File: src/rtl/mpwm_pkg.sv
package mpwm_pkg;

   localparam int unsigned REG_ADDR_W = 5;
   localparam int unsigned REG_DATA_W = 8;
   localparam int unsigned SEL_W      = 2;

   // Single-byte control registers
   localparam logic [REG_ADDR_W-1:0] ADR_CTRL = 5'h00;
   localparam logic [REG_ADDR_W-1:0] ADR_SRC  = 5'h01;
   localparam logic [REG_ADDR_W-1:0] ADR_GATE = 5'h02;
   localparam logic [REG_ADDR_W-1:0] ADR_POL  = 5'h03;
   localparam logic [REG_ADDR_W-1:0] ADR_ODEN = 5'h04;
   localparam logic [REG_ADDR_W-1:0] ADR_SEL0 = 5'h05;
   localparam logic [REG_ADDR_W-1:0] ADR_SEL1 = 5'h06;

   // Repeated register groups
   localparam int TB_BASE   = 8;
   localparam int TB_STRIDE = 3;
   localparam int DUTY_BASE = 24;

   // Channels whose select fields share one byte
   localparam int SEL_PER_BYTE = REG_DATA_W / SEL_W;

endpackage

File: src/rtl/mpwm_regs.sv
module mpwm_regs
   import mpwm_pkg::*;
#(
   parameter int unsigned NUM_CH = 8,
   parameter int unsigned NUM_TB = 3,
   parameter int unsigned PRE_W  = 16,
   parameter int unsigned CYC_W  = 8
) (
   input  logic                              clk,
   input  logic                              rst_n,
   input  logic                              wr_en,
   input  logic [REG_ADDR_W-1:0]             wr_addr,
   input  logic [REG_DATA_W-1:0]             wr_data,
   output logic                              glb_en,
   output logic [NUM_TB-1:0]                 tb_fast,
   output logic [NUM_TB-1:0][PRE_W-1:0]      tb_pre,
   output logic [NUM_TB-1:0][CYC_W-1:0]      tb_cyc,
   output logic [NUM_CH-1:0]                 ch_gate,
   output logic [NUM_CH-1:0]                 ch_pol,
   output logic [NUM_CH-1:0]                 ch_od,
   output logic [NUM_CH-1:0][SEL_W-1:0]      ch_sel,
   output logic [NUM_CH-1:0][CYC_W-1:0]      ch_duty
);

   localparam int unsigned SEL_BYTES = (NUM_CH + SEL_PER_BYTE - 1) / SEL_PER_BYTE;
   localparam int unsigned PRE_HI_W  = PRE_W - REG_DATA_W;

   logic                                 en_q;
   logic [NUM_TB-1:0]                    src_q;
   logic [NUM_CH-1:0]                    gate_q;
   logic [NUM_CH-1:0]                    pol_q;
   logic [NUM_CH-1:0]                    od_q;
   logic [1:0][REG_DATA_W-1:0]           sel_q;

   always_ff @(posedge clk or negedge rst_n) begin
      if (!rst_n) begin
         en_q   <= 1'b0;
         src_q  <= '0;
         gate_q <= '1;
         pol_q  <= '0;
         od_q   <= '0;
         sel_q  <= '0;
      end else if (wr_en) begin
         case (wr_addr)
            ADR_CTRL: en_q     <= wr_data[0];
            ADR_SRC:  src_q    <= wr_data[NUM_TB-1:0];
            ADR_GATE: gate_q   <= wr_data[NUM_CH-1:0];
            ADR_POL:  pol_q    <= wr_data[NUM_CH-1:0];
            ADR_ODEN: od_q     <= wr_data[NUM_CH-1:0];
            ADR_SEL0: sel_q[0] <= wr_data;
            ADR_SEL1: sel_q[1] <= wr_data;
            default:  ;
         endcase
      end
   end

   assign glb_en  = en_q;
   assign tb_fast = src_q;
   assign ch_gate = gate_q;
   assign ch_pol  = pol_q;
   assign ch_od   = od_q;

   // Per-timebase divider registers
   for (genvar t = 0; t < NUM_TB; t++) begin : g_tb
      localparam int ADR_I = TB_BASE + TB_STRIDE * t;
      localparam logic [REG_ADDR_W-1:0] ADR_LO  = REG_ADDR_W'(ADR_I);
      localparam logic [REG_ADDR_W-1:0] ADR_HI  = REG_ADDR_W'(ADR_I + 1);
      localparam logic [REG_ADDR_W-1:0] ADR_CYC = REG_ADDR_W'(ADR_I + 2);

      logic [PRE_W-1:0] pre_q;
      logic [CYC_W-1:0] cyc_q;

      always_ff @(posedge clk or negedge rst_n) begin
         if (!rst_n) begin
            pre_q <= '0;
            cyc_q <= '0;
         end else if (wr_en) begin
            if (wr_addr == ADR_LO)
               pre_q[REG_DATA_W-1:0] <= wr_data;
            if (wr_addr == ADR_HI)
               pre_q[PRE_W-1:REG_DATA_W] <= wr_data[PRE_HI_W-1:0];
            if (wr_addr == ADR_CYC)
               cyc_q <= wr_data[CYC_W-1:0];
         end
      end

      assign tb_pre[t] = pre_q;
      assign tb_cyc[t] = cyc_q;
   end

   // Per-channel duty registers and packed select extraction
   for (genvar n = 0; n < NUM_CH; n++) begin : g_ch
      localparam logic [REG_ADDR_W-1:0] ADR_DUTY = REG_ADDR_W'(DUTY_BASE + n);
      localparam int SEL_BYTE = n / SEL_PER_BYTE;
      localparam int SEL_LSB  = (n % SEL_PER_BYTE) * SEL_W;

      logic [CYC_W-1:0] duty_q;

      always_ff @(posedge clk or negedge rst_n) begin
         if (!rst_n)
            duty_q <= '0;
         else if (wr_en && wr_addr == ADR_DUTY)
            duty_q <= wr_data[CYC_W-1:0];
      end

      assign ch_duty[n] = duty_q;
      assign ch_sel[n]  = sel_q[SEL_BYTE][SEL_LSB +: SEL_W];
   end

   if (SEL_BYTES > 2) begin : g_bad_sel
      $error("mpwm_regs: select storage covers at most two bytes");
   end

endmodule

File: src/rtl/mpwm_timebase.sv
module mpwm_timebase #(
   parameter int unsigned PRE_W = 16,
   parameter int unsigned CYC_W = 8
) (
   input  logic             clk,
   input  logic             rst_n,
   input  logic             run,
   input  logic             tick_fast,
   input  logic             tick_slow,
   input  logic             use_fast,
   input  logic [PRE_W-1:0] pre_cfg,
   input  logic [CYC_W-1:0] cyc_cfg,
   output logic [CYC_W-1:0] cyc_cnt,
   output logic             period_end
);

   logic [PRE_W-1:0] pre_act;
   logic [CYC_W-1:0] cyc_act;
   logic [PRE_W-1:0] pre_cnt;
   logic [CYC_W-1:0] cyc_q;
   logic             tick;
   logic             pre_wrap;
   logic             cyc_wrap;

   assign tick       = run & (use_fast ? tick_fast : tick_slow);
   assign pre_wrap   = (pre_cnt == pre_act);
   assign cyc_wrap   = (cyc_q == cyc_act);
   assign period_end = tick & pre_wrap & cyc_wrap;
   assign cyc_cnt    = cyc_q;

   always_ff @(posedge clk or negedge rst_n) begin
      if (!rst_n) begin
         pre_act <= '0;
         cyc_act <= '0;
         pre_cnt <= '0;
         cyc_q   <= '0;
      end else if (tick) begin
         if (!pre_wrap) begin
            pre_cnt <= pre_cnt + PRE_W'(1);
         end else begin
            pre_cnt <= '0;
            if (!cyc_wrap) begin
               cyc_q <= cyc_q + CYC_W'(1);
            end else begin
               cyc_q   <= '0;
               pre_act <= pre_cfg;
               cyc_act <= cyc_cfg;
            end
         end
      end
   end

endmodule

File: src/rtl/mpwm_channel.sv
module mpwm_channel
   import mpwm_pkg::*;
#(
   parameter int unsigned NUM_TB = 3,
   parameter int unsigned CYC_W  = 8
) (
   input  logic                          clk,
   input  logic                          rst_n,
   input  logic [SEL_W-1:0]              sel,
   input  logic [NUM_TB-1:0][CYC_W-1:0]  tb_cnt,
   input  logic [NUM_TB-1:0]             tb_end,
   input  logic [CYC_W-1:0]              duty_cfg,
   input  logic                          gate,
   input  logic                          pol,
   input  logic                          od,
   output logic                          level,
   output logic                          drive_en
);

   logic [CYC_W-1:0] my_cnt;
   logic             my_end;
   logic             sel_ok;
   logic [CYC_W-1:0] duty_act;
   logic             raw;

   always_comb begin
      my_cnt = '0;
      my_end = 1'b0;
      sel_ok = 1'b0;
      for (int t = 0; t < NUM_TB; t++) begin
         if (sel == SEL_W'(t)) begin
            my_cnt = tb_cnt[t];
            my_end = tb_end[t];
            sel_ok = 1'b1;
         end
      end
   end

   // Duty is taken over only at the selected timebase's period boundary
   always_ff @(posedge clk or negedge rst_n) begin
      if (!rst_n)
         duty_act <= '0;
      else if (my_end || !sel_ok)
         duty_act <= duty_cfg;
   end

   assign raw      = sel_ok & ~gate & (my_cnt < duty_act);
   assign level    = raw ^ pol;
   assign drive_en = od ? ~level : 1'b1;

endmodule

File: src/rtl/mpwm_bank.sv
module mpwm_bank
   import mpwm_pkg::*;
#(
   parameter int unsigned NUM_CH = 8,
   parameter int unsigned NUM_TB = 3,
   parameter int unsigned PRE_W  = 16,
   parameter int unsigned CYC_W  = 8
) (
   input  logic                   clk,
   input  logic                   rst_n,
   input  logic                   tick_fast,
   input  logic                   tick_slow,
   input  logic                   wr_en,
   input  logic [REG_ADDR_W-1:0]  wr_addr,
   input  logic [REG_DATA_W-1:0]  wr_data,
   output logic [NUM_CH-1:0]      pwm_level,
   output logic [NUM_CH-1:0]      pwm_drive_en
);

   if (NUM_CH < 1 || NUM_CH > REG_DATA_W) begin : g_bad_ch
      $error("mpwm_bank: NUM_CH must lie in 1..8");
   end
   if (NUM_TB < 1 || NUM_TB > (1 << SEL_W) - 1) begin : g_bad_tb
      $error("mpwm_bank: NUM_TB must leave one select code unused");
   end
   if (PRE_W <= REG_DATA_W || PRE_W > 2 * REG_DATA_W) begin : g_bad_pre
      $error("mpwm_bank: PRE_W must span two register bytes");
   end
   if (CYC_W < 1 || CYC_W > REG_DATA_W) begin : g_bad_cyc
      $error("mpwm_bank: CYC_W must fit one register byte");
   end

   logic                             glb_en;
   logic [NUM_TB-1:0]                tb_fast;
   logic [NUM_TB-1:0][PRE_W-1:0]     tb_pre;
   logic [NUM_TB-1:0][CYC_W-1:0]     tb_cyc;
   logic [NUM_CH-1:0]                ch_gate;
   logic [NUM_CH-1:0]                ch_pol;
   logic [NUM_CH-1:0]                ch_od;
   logic [NUM_CH-1:0][SEL_W-1:0]     ch_sel;
   logic [NUM_CH-1:0][CYC_W-1:0]     ch_duty;
   logic [NUM_TB-1:0][CYC_W-1:0]     tb_cnt;
   logic [NUM_TB-1:0]                tb_end;

   mpwm_regs #(
      .NUM_CH (NUM_CH),
      .NUM_TB (NUM_TB),
      .PRE_W  (PRE_W),
      .CYC_W  (CYC_W)
   ) u_regs (
      .clk     (clk),
      .rst_n   (rst_n),
      .wr_en   (wr_en),
      .wr_addr (wr_addr),
      .wr_data (wr_data),
      .glb_en  (glb_en),
      .tb_fast (tb_fast),
      .tb_pre  (tb_pre),
      .tb_cyc  (tb_cyc),
      .ch_gate (ch_gate),
      .ch_pol  (ch_pol),
      .ch_od   (ch_od),
      .ch_sel  (ch_sel),
      .ch_duty (ch_duty)
   );

   for (genvar t = 0; t < NUM_TB; t++) begin : g_tb
      mpwm_timebase #(
         .PRE_W (PRE_W),
         .CYC_W (CYC_W)
      ) u_tb (
         .clk        (clk),
         .rst_n      (rst_n),
         .run        (glb_en),
         .tick_fast  (tick_fast),
         .tick_slow  (tick_slow),
         .use_fast   (tb_fast[t]),
         .pre_cfg    (tb_pre[t]),
         .cyc_cfg    (tb_cyc[t]),
         .cyc_cnt    (tb_cnt[t]),
         .period_end (tb_end[t])
      );
   end

   for (genvar n = 0; n < NUM_CH; n++) begin : g_ch
      mpwm_channel #(
         .NUM_TB (NUM_TB),
         .CYC_W  (CYC_W)
      ) u_ch (
         .clk      (clk),
         .rst_n    (rst_n),
         .sel      (ch_sel[n]),
         .tb_cnt   (tb_cnt),
         .tb_end   (tb_end),
         .duty_cfg (ch_duty[n]),
         .gate     (ch_gate[n]),
         .pol      (ch_pol[n]),
         .od       (ch_od[n]),
         .level    (pwm_level[n]),
         .drive_en (pwm_drive_en[n])
      );
   end

endmodule

File: config.mk
export PLATFORM = sky130hd
export DESIGN_NAME = mpwm_bank
export DESIGN_NICKNAME = d
export VERILOG_FILES = /design/src/rtl/mpwm_pkg.sv /design/src/rtl/mpwm_regs.sv /design/src/rtl/mpwm_timebase.sv /design/src/rtl/mpwm_channel.sv /design/src/rtl/mpwm_bank.sv
export SDC_FILE = /design/constraint.sdc
export NUM_CORES = 1
export LEC_CHECK = 0
export ABC_AREA = 1
export BUFFER_PORTS_ARGS = -buffer_cell sky130_fd_sc_hd__buf_4
export CORE_MARGIN = 4
export CORE_UTILIZATION = 50
export CTS_CLUSTER_DIAMETER = 60
export DETAILED_ROUTE_END_ITERATION = 10
export PLACE_DENSITY = 0.66
export SLEW_MARGIN = 10
export SYNTH_ARGS = -nofsm -noshare
export SYNTH_HDL_FRONTEND = slang
export SYNTH_HIERARCHICAL = 1
export SYNTH_SLANG_ARGS = --single-unit
export TNS_END_PERCENT = 20
File: constraint.sdc
create_clock -name clk -period 3.05 [get_ports clk]
set_input_delay 0.4575 -clock clk [delete_from_list [all_inputs] [get_ports clk]]
set_output_delay 0.4575 -clock clk [all_outputs]
set_load 0.1 [all_outputs]
== Word-level counts from Yosys, hierarchy flattened ==
Index checks and enable logic that the tools add are counted.
Cells by class
  $add $sub $neg: 6
  magnitude comparators: 8
  equality and inequality tests: 45
  muxes and demuxes: 89
  bitwise operators: 49
  reduce and logical (&&, ||, !) cells: 55
Operator list (count)
  2-to-1 mux 8 bit: 27
  < comparator 8 bit: 8
  2-to-1 mux 1 bit: 59
  adder 16 x 1 -> 16 bit, second input constant: 3
  equality test 16 bit: 3
  2-to-1 mux 16 bit: 3
  equality test 5 bit, second input constant: 9
  equality test 5 x 4 -> 1 bit, second input constant: 8
  AND reduction 2 bit: 19
  AND 1 bit: 25
  adder 8 x 1 -> 8 bit, second input constant: 3
  equality test 8 bit: 3
  equality test 2 x 1 -> 1 bit, second input constant: 8
  equality test 2 bit, second input constant: 8
  zero test 2 bit: 8
  inverter 1 bit: 16
  equality test 5 x 3 -> 1 bit, second input constant: 3
  equality test 5 x 2 -> 1 bit, second input constant: 2
  AND reduction 3 bit: 3
  logical AND 1 bit: 8
  zero test 1 bit: 8
  logical OR 1 bit: 8
  XOR 1 bit: 8
  equality test 5 x 1 -> 1 bit, second input constant: 1
  zero test 5 bit: 1
Storage, ports and cells
  flip-flop bits (word level): 388
  input bits: 18
  word-level logic and storage cells: 296

== Logic depth before layout (Yosys ltp) ==
Gate-level depths: netlist of the first run.
  depth in word-level cells: 9
  mapped depth: 15

== Cells and area by module ==
The synthesis of the first run kept the hierarchy.
By module, submodules not included
  mpwm_timebase: instances 3, cells each 436, area an instance 3024.2 µm²
  mpwm_regs: instances 1, cells each 827, area an instance 7240.7 µm²
  mpwm_channel: instances 8, cells each 103, area an instance 714.4 µm²

== Worst setup path before layout of the first run ==
OpenSTA, ideal clock, no wires.
  path kind: reg-to-output
  start: register u_regs.sel_q, in the netlist u_regs/ch_sel[1]
  end: output pwm_level[0]
  arrival time: 2.489 ns
  path slack: 0.104 ns
  cell stages (with the launch flop): 13
  buffers on the path: 0
  cells stage by stage: dfrtp_1 -> inv_2 -> nor2_1 -> inv_1 -> o22ai_1 -> nor2_1 -> ha_1 -> nand2_1 -> o21ai_0 -> a211oi_4 -> nand2_2 -> nand2_1 -> nand2_1
On the way
  word-level cells in the longest chain between the ends: 7
  elaborated cells on any way between the ends: 13
  classes of those cells: 1 x order compare; 2 x eq/ne; 6 x mux; 3 x bitwise; 1 x reduce/logical
Ends and longest elaborated chain
  from (decl): line mpwm_regs.sv:33  | logic [1:0][REG_DATA_W-1:0] sel_q;
  zero test 2 bit: line mpwm_channel.sv:31  | if (sel == SEL_W'(t)) begin
  2-to-1 mux 8 bit or 2-to-1 mux 1 bit (tied branches) (3 in series): line mpwm_channel.sv:31
  < comparator 8 bit or AND 1 bit (tied branches): line mpwm_channel.sv:47  | assign raw = sel_ok & ~gate & (my_cnt < duty_act);
  AND 1 bit *: line mpwm_channel.sv:47
  XOR 1 bit *: line mpwm_channel.sv:48  | assign level = raw ^ pol;
  to (decl): line mpwm_bank.sv:16  | output logic [NUM_CH-1:0] pwm_level,
Mark *: on every way between the ends. The rest lies on a longest branch, timed or not.

== Final worst setup path of the first run ==
  start: register u_regs.sel_q, in the netlist u_regs/ch_sel[5]
  end: output pwm_drive_en[2]
On the way
  word-level cells in the longest chain between the ends: 9
  elaborated cells on any way between the ends: 15
  classes of those cells: 1 x order compare; 2 x eq/ne; 7 x mux; 4 x bitwise; 1 x reduce/logical
Ends and longest elaborated chain
  zero test 2 bit: line mpwm_channel.sv:31
  2-to-1 mux 8 bit or 2-to-1 mux 1 bit (tied branches) (3 in series): line mpwm_channel.sv:31
  < comparator 8 bit or AND 1 bit (tied branches): line mpwm_channel.sv:47
  AND 1 bit *: line mpwm_channel.sv:47
  XOR 1 bit *: line mpwm_channel.sv:48
  inverter 1 bit *: line mpwm_channel.sv:49  | assign drive_en = od ? ~level : 1'b1;
  2-to-1 mux 1 bit *: line mpwm_channel.sv:49
  to (decl): line mpwm_bank.sv:17  | output logic [NUM_CH-1:0] pwm_drive_en
Marks and branches as above.

==> flow_metrics.env, run 1 <==
export IMPL_status="finished, violations left"
export IMPL_violations="setup timing"
export IMPL_endpoint_kind="output port"
export IMPL_syn_to_final_growth_pct=14.1
export IMPL_ir_drop_v=0.00123
export IMPL_fp_dieH_um=218
export IMPL_cts_sinks=388
export IMPL_p_seq_share_pct=37.2
export IMPL_synth_top_area_share_pct=43.2
export IMPL_syn_instance_count=2959
export IMPL_drt_total_wl_um=65700
export IMPL_ant_nets=0
export IMPL_yosysWarnings=6
export IMPL_initial_utilization_pct=50.8
export IMPL_layout_commonest_cell="nand2_1"
export IMPL_grt_pass1_vias=19200
export IMPL_dp_hpwl_um=41600
export IMPL_fin_ws_ns=-0.282
export IMPL_ctsRootBufferMaster="clkbuf_16"
export IMPL_drc_errors=0
export IMPL_maxUsedRoutingLayer="met4"
export IMPL_dr_pass1_iters=5
export IMPL_combPwrFrac_pct=32.1
export IMPL_finalHoldWorstSlack_ns=0.283
export IMPL_final_net_count=3132
export IMPL_cts_tree="built"
export IMPL_wl_met2_um=29500
export IMPL_clock_skew_ns=0.0309
export IMPL_yosysUniqueCellTypes=32
export IMPL_cts_buffers_inserted=46
export IMPL_die_w_um=218
export IMPL_min_path_type="in2reg"
export IMPL_wl_met1_um=28200
export IMPL_min_period_ns=3.33
export IMPL_power_switching_mw=6.71
export IMPL_synth_top_area_cell="dfrtp_1"
export IMPL_synth_avg_cell_area_um2=7.44
export IMPL_power_density_nw_per_um2=734
export IMPL_hold_viol_final=0
export IMPL_clock_latency_ns=0.59
export IMPL_track_usage_pct=27.6
export IMPL_synth_area_um2=22000
export IMPL_arrival_ns=2.87
export IMPL_finalSetupViolCount=16
export IMPL_routedWlPerCell_um=17.9
export IMPL_grt_overflow=0
export IMPL_pre_cts_ws_ns=0.0700
export IMPL_grt_pass1_wl_um=104000
export IMPL_layout_common_cells="1165 x nand2_1, 353 x dfrtp_1, 305 x nand3_1"
export IMPL_clkPwrFrac_pct=30.8
export IMPL_die_area_um2=47500
export IMPL_met3WireLength_um=5480
export IMPL_vias=20200
export IMPL_rsz0062_at_grt="true"
export IMPL_core_rowCount=76
export IMPL_antenna_found_initial=0
export IMPL_clock_path_buffers=3
export IMPL_drive_gt1_share_pct=14.0
export IMPL_path_max_fanout=6
export IMPL_ys_ff_latch=388
export IMPL_slew_headroom_pct=43.5
export IMPL_max_cap_violations=0
export IMPL_cp_required_ns=2.59
export IMPL_h_tree_depth=2
export IMPL_drv_slew=0
export IMPL_routabilityCongestion=0.925
export IMPL_post_route_period_util_pct=109
export IMPL_path_clk_slew_ns=0.06
export IMPL_core_area_um2=43400
export IMPL_crit_path_start_kind="flop"
export IMPL_ios=34
export IMPL_critPathKind="reg2out"
export IMPL_synth_nets=3039
export IMPL_p_sw_share_pct=36.4
export IMPL_dr_first_iter_drc_count=2081
export IMPL_via_per_inst=5.49
export IMPL_fmax_mhz=300
export IMPL_fillers=4009
export IMPL_internal_power_mw=11.7
export IMPL_grt_max_degree=71
export IMPL_synth_area_leaders="dfrtp_1 43%, nand2_1 20%, nand3_1 7.0%"
export IMPL_tns_ns=-2.87
export IMPL_n_antenna_cell=0
export IMPL_leakagePower_nw=13.3
export IMPL_tightest_slew_ns=0.847
export IMPL_port_buffers=33
export IMPL_yosysSeqAreaShare_pct=44.1
final cells by class:
type                       instances  area (µm²)  share of cell area, %
clock buffer                      72        1410                   5.62
clock inverter                    14         165                  0.657
inverter                         316        1200                   4.77
multi-input combinational       2151       10500                   41.8
sequential                       388        9750                   38.8
tap                              585         732                   2.91
timing repair buffer             149        1360                   5.42
critical path: stages (launching register included):
cell and delay, ns:
dfrtp_2 0.47, nor2_4 0.15, inv_1 0.11, o22ai_2 0.16, nor2_1 0.07, ha_1 0.30, a21oi_2 0.15, o21ai_2 0.09
a211oi_4 0.30, nand2_2 0.12, nand2_2 0.10, nand3_2 0.08, buf_12 0.18
kinds of logic (layout without fill, tap and decap cells):
group,Yosys count,in the layout,synth area share (%)
simple gates,1846,1846,36.0
buf+inv,420,551,9.26
flops,388,388,44.1
compound gates,196,196,5.17
fa+ha+maj,62,62,3.52
xor+xnor,39,39,1.55
mux,8,8,0.409
stage by stage:
stage / cell area, µm² / std cells / utilization, % / power [mW]
final: 25100 / 3675 / 58.0 / 18.4
after global placement: 22900 / 3559 / 52.8 / 11.9
after CTS: 24900 / 3666 / 57.4 / 18.3
after global routing: 25100 / 3675 / 58.0 / 19.5
after detailed placement: 22900 / 3559 / 52.8 / 12.1
after floorplan: 22000 / 2959 / - / 10.8
final timing paths:
path | cells after the start | start | to | slack [ns]
hold / removal | 4 | wr_addr[2] | u_regs/ch_gate[4] | 0.28
min in group asynchronous | 2 | rst_n | g_tb[1].u_tb/pre_cnt[15] | 0.47
setup / recovery | 12 | u_regs/ch_sel[5] | pwm_drive_en[2] | -0.28
hold reg to reg | 2 | u_regs/g_ch[4].duty_q[3] | u_regs/g_ch[4].duty_q[3] | 0.47
max in group asynchronous | 3 | rst_n | g_tb[1].u_tb/cyc_cnt[7] | 1.73
setup reg to reg | 13 | g_tb[1].u_tb/cyc_cnt[4] | g_ch[1].u_ch/duty_act[3] | 0.22
what timing repair did:
item / 4_1_cts / 5_1_grt
hold buffers: 1 / 0
pin swaps: 19 / 36
setup endpoints to repair: 16 / 16
hold endpoints to repair: 61 / 0
resized for setup: 98 / 44
setup buffers: 20 / 9
gates cloned: 0 / 0
registers in the layout, indices dropped and copies added, names as in the netlist:
signal and flops:
g_ch.u_ch/duty_act 64, g_tb.u_tb/cyc_act 24, g_tb.u_tb/cyc_cnt 24, g_tb.u_tb/pre_act 48, g_tb.u_tb/pre_cnt 48, u_regs/ch_gate 8, u_regs/ch_od 8, u_regs/ch_pol 8
u_regs/ch_sel 16, u_regs/g_ch.duty_q 64, u_regs/g_tb.cyc_q 24, u_regs/g_tb.pre_q 48, u_regs/glb_en 1, u_regs/tb_fast 3
cells in the mapped netlist, drive strengths merged:
cell	n
nor2	205
nand3	323
mux2	8
o21ai	104
ha	62
clkbuf	30
buf	74
dfrtp	380
a211oi	8
nand2	1201
o22ai	24
o31ai	3
clkinv	1
dfstp	8
a21oi	57
inv	315
nand4	96
xor2	18
xnor2	21
nor3	21
power groups by stage:
stage / registers [mW] / clock network [mW] / logic, mW
2_1_floorplan: 6.73 / 0 / 4.06
3_3_place_gp: 6.86 / 0 / 5.02
3_5_place_dp: 6.90 / 0 / 5.21
4_1_cts: 6.83 / 5.79 / 5.67
5_1_grt: 6.97 / 6.01 / 6.52
6_report: 6.85 / 5.67 / 5.92
per-layer routing:
metal | vias to the layer above | global-route usage, %
met5 | - | 0
met4 | 0 | 8.97
met3 | 196 | 4.89
met2 | 764 | 44.2
met1 | 9593 | 38.2
li1 | 9611 | -
Note: power is estimated with default switching activity, not from simulation.
==> inputs of run 2 (changes only) <==
--- a/config.mk
+++ b/config.mk
@@ -5,7 +5,6 @@
 export SDC_FILE = /design/constraint.sdc
 export NUM_CORES = 1
 export LEC_CHECK = 0
-export ABC_AREA = 1
 export BUFFER_PORTS_ARGS = -buffer_cell sky130_fd_sc_hd__buf_4
 export CORE_MARGIN = 4
 export CORE_UTILIZATION = 50
==> run 2 against run 1 <==
The flow still finishes with violations (setup timing). Fmax increased by 1.2%. Via count decreased by 29%. Synthesized cell count decreased by 39%. Global-route usage decreased by 4.1 points. Wire length decreased by 20%. Clock power decreased by 0.9%. Worst setup slack improved by 0.041 ns. Clock-buffer cell count decreased by 9. Cell count decreased by 33%. Highest routed layer unchanged.
==> flow_metrics.env, run 2 <==
export IMPL_status="finished, violations left"
export IMPL_violations="setup timing"
export IMPL_place_area_um2=22000
export IMPL_fmax_mhz=304
export IMPL_dp_cells=2366
export IMPL_synth_commonest_cells="380 x dfrtp_1, 187 x nand2_1, 173 x mux2_2"
export IMPL_synthAdderAreaFrac_pct=3.77
export IMPL_regArea_um2=9740
export IMPL_synth_avg_cell_area_um2=11.4
export IMPL_clock_path_buffers=3
export IMPL_synth_top_area_share_pct=46.2
export IMPL_finalSetupViolCount=16
export IMPL_cp_required_ns=2.59
export IMPL_synth_area_um2=20600
export IMPL_routedWlPerCell_um=21.3
export IMPL_critPathKind="reg2out"
export IMPL_grt_pass1_wl_um=82000
export IMPL_p_seq_share_pct=38.8
export IMPL_final_net_count=1989
export IMPL_post_route_util_pct=59.2
export IMPL_drt_total_wl_um=52700
export IMPL_ios=34
export IMPL_finalHoldWorstSlack_ns=0.330
export IMPL_yosys_area_share_xor_xnor_pct=3.70
export IMPL_routabilityCongestion=0.853
export IMPL_drc_errors=0
export IMPL_drive_gt1_share_pct=30.9
export IMPL_ctsRootBufferMaster="clkbuf_16"
export IMPL_grt_overflow=0
export IMPL_ir_drop_v=0.000609
export IMPL_pre_cts_ws_ns=0.0517
export IMPL_leakagePower_nw=11.2
export IMPL_cts_sinks=388
export IMPL_combPwrFrac_pct=27.7
export IMPL_layout_commonest_cell="dfrtp_1"
export IMPL_yosysWarnings=6
export IMPL_fin_ws_ns=-0.241
export IMPL_cts_buffers_inserted=43
export IMPL_port_buffers=33
export IMPL_clkPwrFrac_pct=33.5
export IMPL_clock_skew_ns=0.0184
export IMPL_via_per_inst=5.80
export IMPL_post_synth_top_count_cell="dfrtp_1"
export IMPL_core_rowCount=74
export IMPL_muxShareOfSynthArea_pct=19.2
export IMPL_cts_tree="built"
export IMPL_synth_edf_count=0
export IMPL_path_clk_slew_ns=0.06
export IMPL_dp_hpwl_um=33700
export IMPL_path_max_fanout=5
export IMPL_multi_input_area_um2=10300
export IMPL_min_path_type="in2reg"
export IMPL_internal_power_mw=11.5
export IMPL_die_w_um=211
export IMPL_yosys_area_share_simple_pct=10.8
export IMPL_synth_area_leaders="dfrtp_1 46%, mux2_2 9.5%, mux2_4 5.9%"
export IMPL_layout_common_cells="371 x dfrtp_1, 179 x nand2_1, 173 x mux2_2"
export IMPL_initial_utilization_pct=50.6
export IMPL_arrival_ns=2.83
export IMPL_power_mw=16.8
export IMPL_slew_headroom_pct=35.2
export IMPL_grt_max_degree=93
export IMPL_yosysUniqueCellTypes=60
export IMPL_die_area_um2=44500
export IMPL_max_cap_violations=0
export IMPL_clock_latency_ns=0.58
export IMPL_ys_flop_type="dfrtp_1"
export IMPL_min_period_ns=3.29
export IMPL_synth_top_family_by_area="multiplexers"
export IMPL_cpMaxStageDelayCell="dfrtp_1"
export IMPL_drv_slew=0
export IMPL_ant_nets=0
export IMPL_post_route_period_util_pct=108
export IMPL_power_switching_mw=5.31
export IMPL_endpoint_kind="output port"
export IMPL_syn_instance_count=1803
export IMPL_tightest_slew_ns=0.970
export IMPL_syn_to_final_growth_pct=17.0
export IMPL_tns_ns=-2.98
export IMPL_fillers=3288
export IMPL_stdcell_count=2474
export IMPL_crit_path_start_kind="flop"
export IMPL_h_tree_depth=2
export IMPL_reg_largest_list="g_ch.u_ch/duty_act x64, u_regs/g_ch.duty_q x64"
export IMPL_antenna_found_initial=1
export IMPL_dr_pass1_iters=7
export IMPL_vias=14400
export IMPL_synth_top_area_cell="dfrtp_1"
export IMPL_p_sw_share_pct=31.6
export IMPL_fin_area_um2=24100
export IMPL_track_usage_pct=23.5
export IMPL_synth_nets=1883
export IMPL_async_reset_ff_share_pct=100
export IMPL_crit_chain="buf_6, mux2i_1, o21ai_1, ha_1, nand4_1, a21o_2, a311o_2, o211ai_4, nand2_8, buf_12"
export IMPL_power_density_nw_per_um2=696
export IMPL_fp_dieH_um=211
export IMPL_core_area_um2=40700
export IMPL_dr_first_iter_drc_count=1097
export IMPL_hold_viol_final=0
export IMPL_synth_compound_area_share_pct=10.8
export IMPL_yosysSeqAreaShare_pct=47.2
export IMPL_ys_ff_latch=388
export IMPL_rsz0062_at_grt="true"
export IMPL_cpPeakStageDelay_ns=0.40
export IMPL_grt_pass1_vias=14400
==> run 2: cell count changes in the layout (fill, tap and decap cells not counted), sizes merged, moves of 72 or more <==
cell	previous run	this run
nand3	323	25
nand2	1201	190
nand4	96	24
inv	316	103
mux2	8	274
nor2	205	55
==> run 2: area by class of cell <==
class | count | share of cell area (%)
clock inverter | 14 | 1.17
sequential | 388 | 40.4
antenna | 1 | 0.0104
clock buffer | 63 | 5.23
multi-input combinational | 1226 | 42.8
inverter | 102 | 1.59
timing repair buffer | 148 | 6.07
tap | 532 | 2.76
==> run 2: path summary, 6_finish.rpt <==
kind	slack [ns]	end	cells past startpoint	from
setup / recovery	-0.24	pwm_drive_en[2]	10	u_regs/ch_sel[4]
hold / removal	0.33	u_regs/glb_en	4	wr_addr[0]
setup reg to reg	0.17	g_ch[3].u_ch/duty_act[2]	12	g_tb[1].u_tb/cyc_cnt[7]
hold reg to reg	0.47	g_tb[1].u_tb/cyc_act[7]	1	u_regs/g_tb[1].cyc_q[7]
max in group asynchronous	1.65	u_regs/g_tb[1].cyc_q[1]	3	rst_n
min in group asynchronous	0.49	u_regs/g_ch[7].duty_q[5]	2	rst_n
==> run 2: cell families (layout without fill, tap and decap cells) <==
logic type      count (synthesis)  in the layout
xor+xnor                       87             87
fa+ha+maj                      62             62
flops                         388            388
other cells                     0              1
buf+inv                       189            327
compound gates                323            323
mux                           330            330
simple gates                  424            424
==> run 2: repair_timing <==
action | 4_1_cts | 5_1_grt
hold endpoints to repair | 57 | 0
pin swaps | 29 | 14
setup buffers | 24 | 3
setup endpoints to repair | 16 | 16
resized for setup | 103 | 31
hold buffers | 1 | 0
cloned | 1 | 1
==> run 2: metal layers <==
layer / global-route usage [%] / vias to the layer above / part of all wire (%)
met5: 0 / - / 0
met4: 7.94 / 0 / 3.1
met3: 3.97 / 101 / 6.1
met2: 37.8 / 407 / 47
met1: 32.6 / 7258 / 43
li1: - / 6592 / -
==> run 2: critical path, delay by kind of cell (launching register included) <==
family	cells	cell delay, ns
compound gates	4	0.81
flops	1	0.40
buf+inv	2	0.33
fa+ha+maj	1	0.30
mux	1	0.21
simple gates	2	0.19
==> run 2: power groups by stage <==
stage          clock network, mW  logic [mW]  registers (mW)
2_1_floorplan                  0        3.36            6.46
3_3_place_gp                   0        4.05            6.55
3_5_place_dp                   0        4.17            6.59
4_1_cts                     5.73        4.59            6.50
5_1_grt                     5.95        5.05            6.61
6_report                    5.62        4.65            6.51
